--- src/rtl/gpio_pkg.sv ---
package gpio_pkg;
   localparam int unsigned OFF_DIR    = 12'h400;
   localparam int unsigned OFF_SENSE  = 12'h404;
   localparam int unsigned OFF_BOTH   = 12'h408;
   localparam int unsigned OFF_POL    = 12'h40C;
   localparam int unsigned OFF_IMASK  = 12'h410;
   localparam int unsigned OFF_RAW    = 12'h414;
   localparam int unsigned OFF_MSTAT  = 12'h418;
   localparam int unsigned OFF_CLR    = 12'h41C;
   localparam int unsigned OFF_ALT    = 12'h420;
   localparam int unsigned OFF_PAD0   = 12'h500;
   localparam int unsigned OFF_LOCK   = 12'h520;
   localparam int unsigned OFF_COMMIT = 12'h524;
   localparam int unsigned OFF_ID0    = 12'hFD0;
   localparam logic [31:0] UNLOCK_KEY = 32'h0ACC_E551;

   function automatic logic [7:0] ident_byte(input logic [3:0] idx);
      case (idx)
         4'd4:    return 8'h61;
         4'd6:    return 8'h18;
         4'd7:    return 8'h01;
         4'd8:    return 8'h0D;
         4'd9:    return 8'hF0;
         4'd10:   return 8'h05;
         4'd11:   return 8'hB1;
         default: return 8'h00;
      endcase
   endfunction
endpackage

--- src/rtl/gpio_pin_data.sv ---
module gpio_pin_data #(
   parameter int NPINS = 8
) (
   input  logic             clk,
   input  logic             rst_n,
   input  logic             dir_we,
   input  logic [NPINS-1:0] dir_wdata,
   input  logic             data_we,
   input  logic [NPINS-1:0] data_mask,
   input  logic [NPINS-1:0] data_wdata,
   input  logic [NPINS-1:0] pin_in,
   output logic [NPINS-1:0] dir_q,
   output logic [NPINS-1:0] data_q,
   output logic [NPINS-1:0] pin_out
);
   logic [NPINS-1:0] data_prev, out_q, wmask, data_d, upd;

   assign wmask  = data_we ? (data_mask & dir_q) : '0;
   assign data_d = (((data_q & ~wmask) | (data_wdata & wmask)) & dir_q)
                 | (pin_in & ~dir_q);
   assign upd    = dir_q & (data_q ^ data_prev);

   always_ff @(posedge clk or negedge rst_n) begin
      if (!rst_n) begin
         dir_q     <= '0;
         data_q    <= '0;
         data_prev <= '0;
         out_q     <= '0;
      end else begin
         if (dir_we) dir_q <= dir_wdata;
         data_q    <= data_d;
         data_prev <= data_q;
         out_q     <= (out_q & ~upd) | (data_q & upd);
      end
   end

   assign pin_out = out_q;

   p_out_input_hold_r3: assert property (@(posedge clk) disable iff (!rst_n)
      ((pin_out ^ $past(pin_out)) & ~$past(dir_q)) == '0);

   p_unmasked_keep_r2: assert property (@(posedge clk) disable iff (!rst_n)
      ((data_q ^ $past(data_q)) & $past(dir_q)
        & ~($past(data_we) ? $past(data_mask) : '0)) == '0);

   p_input_copy_r4: assert property (@(posedge clk) disable iff (!rst_n)
      ((data_q ^ $past(pin_in)) & ~$past(dir_q)) == '0);
endmodule

--- src/rtl/gpio_irq_unit.sv ---
module gpio_irq_unit #(
   parameter int NPINS = 8
) (
   input  logic             clk,
   input  logic             rst_n,
   input  logic [NPINS-1:0] pin_in,
   input  logic [NPINS-1:0] dir,
   input  logic             sense_we,
   input  logic             both_we,
   input  logic             pol_we,
   input  logic             imask_we,
   input  logic             clr_we,
   input  logic [NPINS-1:0] wdata,
   output logic [NPINS-1:0] sense_q,
   output logic [NPINS-1:0] both_q,
   output logic [NPINS-1:0] pol_q,
   output logic [NPINS-1:0] imask_q,
   output logic [NPINS-1:0] raw,
   output logic [NPINS-1:0] mstat,
   output logic             irq
);
   logic [NPINS-1:0] in_q, lat_q, edge_seen, hit, level, clr_bits;

   assign edge_seen = pin_in ^ in_q;
   assign hit       = edge_seen & (both_q | ~(pin_in ^ pol_q)) & ~sense_q & ~dir;
   assign clr_bits  = clr_we ? wdata : '0;
   assign level     = sense_q & ~(in_q ^ pol_q) & ~dir;
   assign raw       = (lat_q & ~sense_q) | level;
   assign mstat     = raw & imask_q;
   assign irq       = |mstat;

   always_ff @(posedge clk or negedge rst_n) begin
      if (!rst_n) begin
         in_q    <= '0;
         lat_q   <= '0;
         sense_q <= '0;
         both_q  <= '0;
         pol_q   <= '0;
         imask_q <= '0;
      end else begin
         in_q  <= pin_in;
         lat_q <= (lat_q & ~clr_bits) | hit;
         if (sense_we) sense_q <= wdata;
         if (both_we)  both_q  <= wdata;
         if (pol_we)   pol_q   <= wdata;
         if (imask_we) imask_q <= wdata;
      end
   end

   p_latch_needs_edge_r5: assert property (@(posedge clk) disable iff (!rst_n)
      (lat_q & ~$past(lat_q) & ~($past(pin_in) ^ $past(in_q))) == '0);

   p_clear_works_r5: assert property (@(posedge clk) disable iff (!rst_n)
      $past(clr_we) |->
         (lat_q & $past(wdata) & ~($past(pin_in) ^ $past(in_q))) == '0);

   p_irq_quiet_r7: assert property (@(posedge clk) disable iff (!rst_n)
      (imask_q == '0) |-> !irq);
endmodule

--- src/rtl/gpio_alt_guard.sv ---
module gpio_alt_guard #(
   parameter int NPINS = 8
) (
   input  logic             clk,
   input  logic             rst_n,
   input  logic             lock_we,
   input  logic [31:0]      lock_wdata,
   input  logic             commit_we,
   input  logic             alt_we,
   input  logic [NPINS-1:0] wdata,
   output logic             locked,
   output logic [NPINS-1:0] commit_q,
   output logic [NPINS-1:0] alt_q
);
   logic             open_q;
   logic [NPINS-1:0] alt_mask;

   assign locked   = ~open_q;
   assign alt_mask = locked ? commit_q : '1;

   always_ff @(posedge clk or negedge rst_n) begin
      if (!rst_n) begin
         open_q   <= 1'b0;
         commit_q <= '0;
         alt_q    <= '0;
      end else begin
         if (lock_we)   open_q   <= (lock_wdata == gpio_pkg::UNLOCK_KEY);
         if (commit_we) commit_q <= wdata;
         if (alt_we)    alt_q    <= (alt_q & ~alt_mask) | (wdata & alt_mask);
      end
   end

   p_key_decides_r8: assert property (@(posedge clk) disable iff (!rst_n)
      $past(lock_we) |-> (locked == ($past(lock_wdata) != gpio_pkg::UNLOCK_KEY)));

   p_locked_guard_r9: assert property (@(posedge clk) disable iff (!rst_n)
      $past(locked) |-> ((alt_q ^ $past(alt_q)) & ~$past(commit_q)) == '0);
endmodule

--- src/rtl/gpio_port_ctrl.sv ---
module gpio_port_ctrl #(
   parameter int NPINS  = 8,
   parameter int ADDR_W = 12,
   parameter int DATA_W = 32,
   parameter int N_PAD  = 8
) (
   input  logic              clk,
   input  logic              rst_n,
   input  logic [ADDR_W-1:0] bus_addr,
   input  logic              bus_we,
   input  logic [DATA_W-1:0] bus_wdata,
   output logic [DATA_W-1:0] bus_rdata,
   input  logic [NPINS-1:0]  pin_in,
   output logic [NPINS-1:0]  pin_out,
   output logic              irq
);
   import gpio_pkg::*;

   localparam int MASK_LSB = 2;
   localparam int MASK_MSB = MASK_LSB + NPINS - 1;

   if (NPINS < 1 || NPINS > 8) begin : g_bad_pins
      $error("NPINS must be 1..8");
   end
   if (ADDR_W != 12) begin : g_bad_addr
      $error("ADDR_W must be 12");
   end
   if (DATA_W != 32) begin : g_bad_data
      $error("DATA_W must be 32");
   end
   if (N_PAD < 1 || N_PAD > 8) begin : g_bad_pad
      $error("N_PAD must be 1..8");
   end

   logic             aligned, in_window, in_ident;
   logic [NPINS-1:0] wd, win_mask;
   logic [NPINS-1:0] dir_q, data_q;
   logic [NPINS-1:0] sense_q, both_q, pol_q, imask_q, raw, mstat;
   logic [NPINS-1:0] commit_q, alt_q;
   logic             locked;
   logic [NPINS-1:0] pad_q [N_PAD];

   assign aligned   = (bus_addr[1:0] == 2'b00);
   assign in_window = aligned && (bus_addr < ADDR_W'(OFF_DIR));
   assign in_ident  = aligned && (bus_addr >= ADDR_W'(OFF_ID0));
   assign wd        = bus_wdata[NPINS-1:0];
   assign win_mask  = bus_addr[MASK_MSB:MASK_LSB];

   function automatic logic hit_wr(input logic [ADDR_W-1:0] a, input logic we,
                                   input int unsigned off);
      return we && (a == ADDR_W'(off));
   endfunction

   gpio_pin_data #(.NPINS(NPINS)) u_data (
      .clk(clk), .rst_n(rst_n),
      .dir_we(hit_wr(bus_addr, bus_we, OFF_DIR)), .dir_wdata(wd),
      .data_we(bus_we && in_window), .data_mask(win_mask), .data_wdata(wd),
      .pin_in(pin_in), .dir_q(dir_q), .data_q(data_q), .pin_out(pin_out)
   );

   gpio_irq_unit #(.NPINS(NPINS)) u_irq (
      .clk(clk), .rst_n(rst_n), .pin_in(pin_in), .dir(dir_q),
      .sense_we(hit_wr(bus_addr, bus_we, OFF_SENSE)),
      .both_we(hit_wr(bus_addr, bus_we, OFF_BOTH)),
      .pol_we(hit_wr(bus_addr, bus_we, OFF_POL)),
      .imask_we(hit_wr(bus_addr, bus_we, OFF_IMASK)),
      .clr_we(hit_wr(bus_addr, bus_we, OFF_CLR)),
      .wdata(wd), .sense_q(sense_q), .both_q(both_q), .pol_q(pol_q),
      .imask_q(imask_q), .raw(raw), .mstat(mstat), .irq(irq)
   );

   gpio_alt_guard #(.NPINS(NPINS)) u_alt (
      .clk(clk), .rst_n(rst_n),
      .lock_we(hit_wr(bus_addr, bus_we, OFF_LOCK)), .lock_wdata(bus_wdata),
      .commit_we(hit_wr(bus_addr, bus_we, OFF_COMMIT)),
      .alt_we(hit_wr(bus_addr, bus_we, OFF_ALT)), .wdata(wd),
      .locked(locked), .commit_q(commit_q), .alt_q(alt_q)
   );

   for (genvar k = 0; k < N_PAD; k++) begin : g_pad
      always_ff @(posedge clk or negedge rst_n) begin
         if (!rst_n)
            pad_q[k] <= '0;
         else if (hit_wr(bus_addr, bus_we, OFF_PAD0 + 4 * k))
            pad_q[k] <= wd;
      end
   end

   always_comb begin
      bus_rdata = '0;
      if (in_window) begin
         bus_rdata = DATA_W'(data_q & win_mask);
      end else if (in_ident) begin
         bus_rdata = DATA_W'(ident_byte(bus_addr[5:2] - 4'd4));
      end else begin
         case (bus_addr)
            ADDR_W'(OFF_DIR):    bus_rdata = DATA_W'(dir_q);
            ADDR_W'(OFF_SENSE):  bus_rdata = DATA_W'(sense_q);
            ADDR_W'(OFF_BOTH):   bus_rdata = DATA_W'(both_q);
            ADDR_W'(OFF_POL):    bus_rdata = DATA_W'(pol_q);
            ADDR_W'(OFF_IMASK):  bus_rdata = DATA_W'(imask_q);
            ADDR_W'(OFF_RAW):    bus_rdata = DATA_W'(raw);
            ADDR_W'(OFF_MSTAT):  bus_rdata = DATA_W'(mstat);
            ADDR_W'(OFF_ALT):    bus_rdata = DATA_W'(alt_q);
            ADDR_W'(OFF_LOCK):   bus_rdata = DATA_W'(locked);
            ADDR_W'(OFF_COMMIT): bus_rdata = DATA_W'(commit_q);
            default:             bus_rdata = '0;
         endcase
         for (int k = 0; k < N_PAD; k++)
            if (bus_addr == ADDR_W'(OFF_PAD0 + 4 * k))
               bus_rdata = DATA_W'(pad_q[k]);
      end
   end

   p_unmapped_zero_r12: assert property (@(posedge clk) disable iff (!rst_n)
      (!aligned) |-> (bus_rdata == '0));
endmodule

--- config.mk ---
export PLATFORM = sky130hd
export DESIGN_NAME = gpio_port_ctrl
export DESIGN_NICKNAME = d
export VERILOG_FILES = /design/src/rtl/gpio_pkg.sv /design/src/rtl/gpio_pin_data.sv /design/src/rtl/gpio_irq_unit.sv /design/src/rtl/gpio_alt_guard.sv /design/src/rtl/gpio_port_ctrl.sv
export SDC_FILE = /design/constraint.sdc
export NUM_CORES = 1
export LEC_CHECK = 0
export BUFFER_PORTS_ARGS = -buffer_cell sky130_fd_sc_hd__buf_2
export CELL_PAD_IN_SITES_DETAIL_PLACEMENT = 0
export CELL_PAD_IN_SITES_GLOBAL_PLACEMENT = 2
export CORE_UTILIZATION = 33
export DETAILED_ROUTE_END_ITERATION = 8
export GPL_ROUTABILITY_DRIVEN = 0
export HOLD_SLACK_MARGIN = 0.15
export PLACE_DENSITY_LB_ADDON = 0.1
export SKIP_LAST_GASP = 1
export SLEW_MARGIN = 40
export SYNTH_ARGS = -nofsm -noshare
export SYNTH_HDL_FRONTEND = slang
export SYNTH_HIERARCHICAL = 1
export SYNTH_SLANG_ARGS = --single-unit
--- constraint.sdc ---
create_clock -name clk -period 2.46 [get_ports clk]
set_input_delay 0.246 -clock clk [delete_from_list [all_inputs] [get_ports clk]]
set_output_delay 0.246 -clock clk [all_outputs]
set_load 0.01 [all_outputs]
==> run_results.csv <==
group,metric,value,unit
power,clkPwrFrac,41.6,%
cts,cts_tree,"yes",
drt,wl_per_cell,23.5,um
power,p_seq_share,45.9,%
finish,seqCellArea,4030,um2
run_status,status,"finished with violations",
drt,drt_pass1_iterations,4,
cts,cts_root_buf,"clkbuf_16",
critical_path,criticalPathCategory,"reg -> out",
critical_path,reg2regPathDepth,6,
yosys,synth_area_leaders,"dfrtp_1, mux2_2, o21ai_0",
global_route,grt-ovfl-total,0,
cts,h-tree-depth,4,
placement,dpl_cell_area,10600,um2
global_route,antenna_found_initial,1,
yosys,synth_cells,839,
cts,clk_pin_slew_worst_paths,0.07,ns
global_route,track_usage,24.6,%
sta,period_share,110,%
placement,io_buffers,71,
floorplan,pin_count,96,
sta,drv_slew,0,
critical_path,endpoint_kind,"output port",
placement,post-place-ws,-0.236,ns
min_path,hp-class,"in -> reg",
floorplan,die_h,167,um
placement,dp_hpwl,24.7,mm
sta,worstMarginPinSlew,0.580,ns
finish,final_common_cell,"dfrtp_1",
drt,drc_errors,0,
power,powerDensity,547,nW/um2
sta,final-setup-viol-count,8,
power,ir_drop,0.411,mV
yosys,netlist.area_leader.share,45.0,%
finish,final_cell_mix,"dfrtp_1, buf_4, mux2_2, buf_2, o21ai_0",
critical_path,startpoint_type,"flop",
finish,final_core_util,44.3,%
critical_path,cp.arrival,2.45,ns
drt,drt_wl_total,33.1,mm
cts,clock_latency,0.44,ns
yosys,synth-edff-count,0,
sta,grt_setup_unrepaired,"yes",
drt,viasPerCell,5.47,
sta,relSlewSlack,61.3,%
cts,cts_buffers,17,
critical_path,crit_fanout,2,
global_route,grt_max_degree,75,
sta,clock_skew,0.0103,ns
yosys,synthFlopType,"dfrtp_1",
finish,num_antenna_cells,0,
power,leakagePower,5.43,nW
job,drv_cap,0,
yosys,ys_warn_count,6,
floorplan,design.die.area,27800,um2
drt,ant_nets,0,
min_path,whs_path_depth,4,
finish,nNetsFinal,1118,
global_route,first_global_vias,8008,
power,combPwrFrac,12.5,%
cts,clock_sinks,161,
run_status,violations,"setup timing",
yosys,ys_ff_latch,161,
sta,max_freq,0.371,GHz
yosys,ys_types,81,
global_route,grt_pass1_wl,50.3,mm
finish,multiInputGateArea,4770,um2
floorplan,core_area,26400,um2
power,p_int,4.48,mW
finish,drive_above_1_share,42.3,%
yosys,synthArstFlopShare,100,%
finish,finalInstanceArea,11700,um2
drt,drt_iter0_markers,487,
finish,fillers,2504,
sta,holdWs,0.217,ns
yosys,syn_area,8940,um2
yosys,synth_top_cell_by_area,"dfrtp_1",
yosys,avgSynthCellArea,10.7,um2
floorplan,die_w,167,um
power,p_sw_share,29.8,%
critical_path,cp.required,2.21,ns
sta,fin_ws,-0.237,ns
power,report.power.total,6.38,mW
finish,area_delta_synth_final,30.4,%
yosys,seq_area_frac_synth,45.0,%
cts,clockBufferDepth,2,
floorplan,start_util,33.9,%
sta,finalHoldViolations,0,
sta,period_needed,2.70,ns
floorplan,rows,59,
drt,via_count,7721,
power,power_switching,1.90,mW
==> cells in the mapped netlist, drive strengths merged (6+ instances only) <==
| library cell | number |
|---|---|
| dfrtp | 161 |
| mux2 | 117 |
| o21ai | 66 |
| nand2 | 64 |
| nor2 | 56 |
| buf | 48 |
| a21oi | 38 |
| inv | 21 |
| o22ai | 20 |
| mux2i | 19 |
| nand3 | 18 |
| nor3 | 17 |
| clkbuf | 14 |
| nand2b | 14 |
| nand3b | 13 |
| a22o | 11 |
| a22oi | 10 |
| xor2 | 9 |
| and2 | 7 |
| nand4 | 7 |
| nor4b | 7 |
| a31oi | 6 |
| a32oi | 6 |
| and3 | 6 |
| nor2b | 6 |
| nor4 | 6 |
| nor4bb | 6 |
| o31ai | 6 |
==> repair_timing <==
action,CTS,global route
setup buffers,9,5
pin swaps,22,22
hold buffers,17,0
gates resized for setup,28,25
endpoints found under the hold margin,178,0
endpoints found under the setup margin,8,9
==> power groups by stage <==
stage	registers [mW]	clock network, mW	logic (mW)
after floorplan	2.96	0	0.335
after global placement	2.97	0	0.749
after detailed placement	2.98	0	0.760
after CTS	2.93	2.73	0.794
after global routing	2.96	2.84	0.865
final	2.93	2.65	0.797
==> cells by family (layout without fill, tap and decap cells) <==
| kind of cell | Yosys count | after routing | share of synthesized area [%] |
|---|---|---|---|
| simple gates | 246 | 246 | 16.3 |
| flops | 161 | 161 | 45.0 |
| mux | 141 | 141 | 18.1 |
| buf+inv | 83 | 297 | 5.23 |
| compound gates | 196 | 196 | 14.1 |
| other cells | 1 | 24 | 0.0419 |
| xor+xnor | 11 | 11 | 1.16 |
==> metal layers <==
metal  GRT usage (%)  share of wire [%]
met2            38.8                 46
met5               0                  0
met3            4.35                5.1
met4            8.21                2.5
met1            33.9                 46
==> metrics by stage <==
step                setup TNS, ns  instances
floorplan                       0        862
global placement           -0.596       1348
detailed placement         -0.724       1348
CTS                         -1.04       1406
global route                -1.48       1411
finish                     -0.688       1411
==> path summary, 6_finish.rpt <==
check / end / slack (ns) / start
max reg2reg: u_irq/lat_q[4]$_DFF_PN0_ / 1.18 / u_irq/pol_q[4]$_DFFE_PN0P_
min: u_alt/open_q$_DFFE_PN0P_ / 0.22 / bus_wdata[15]
min in group asynchronous: u_irq/both_q[2]$_DFFE_PN0P_ / 0.23 / rst_n
min reg2reg: flop / 0.43 / u_data/data_prev[1]$_DFF_PN0_
max: bus_rdata[4] / -0.24 / u_irq/pol_q[4]$_DFFE_PN0P_
max in group asynchronous: pad_q[11]$_DFFE_PN0P_ / 1.53 / rst_n
==> critical path: stages (launching register included) <==
cell and delay [ns]:
dfrtp_1 0.39, xor2_1 0.17, o22ai_2 0.16, and2_1 0.15, mux2i_1 0.07, or3_1 0.33, o21ai_2 0.08, a311oi_2 0.07
a221oi_2 0.33, buf_4 0.17, buf_6 0.09
==> area by class of cell <==
| cell class | count | area share, % |
|---|---|---|
| clock buffer | 17 | 3.65 |
| sequential | 161 | 34.6 |
| timing repair buffer | 244 | 15.3 |
| tap | 335 | 3.59 |
| inverter | 21 | 0.676 |
| multi-input combinational | 618 | 40.9 |
| clock inverter | 15 | 1.36 |
Power figures use the tool's default switching activity.
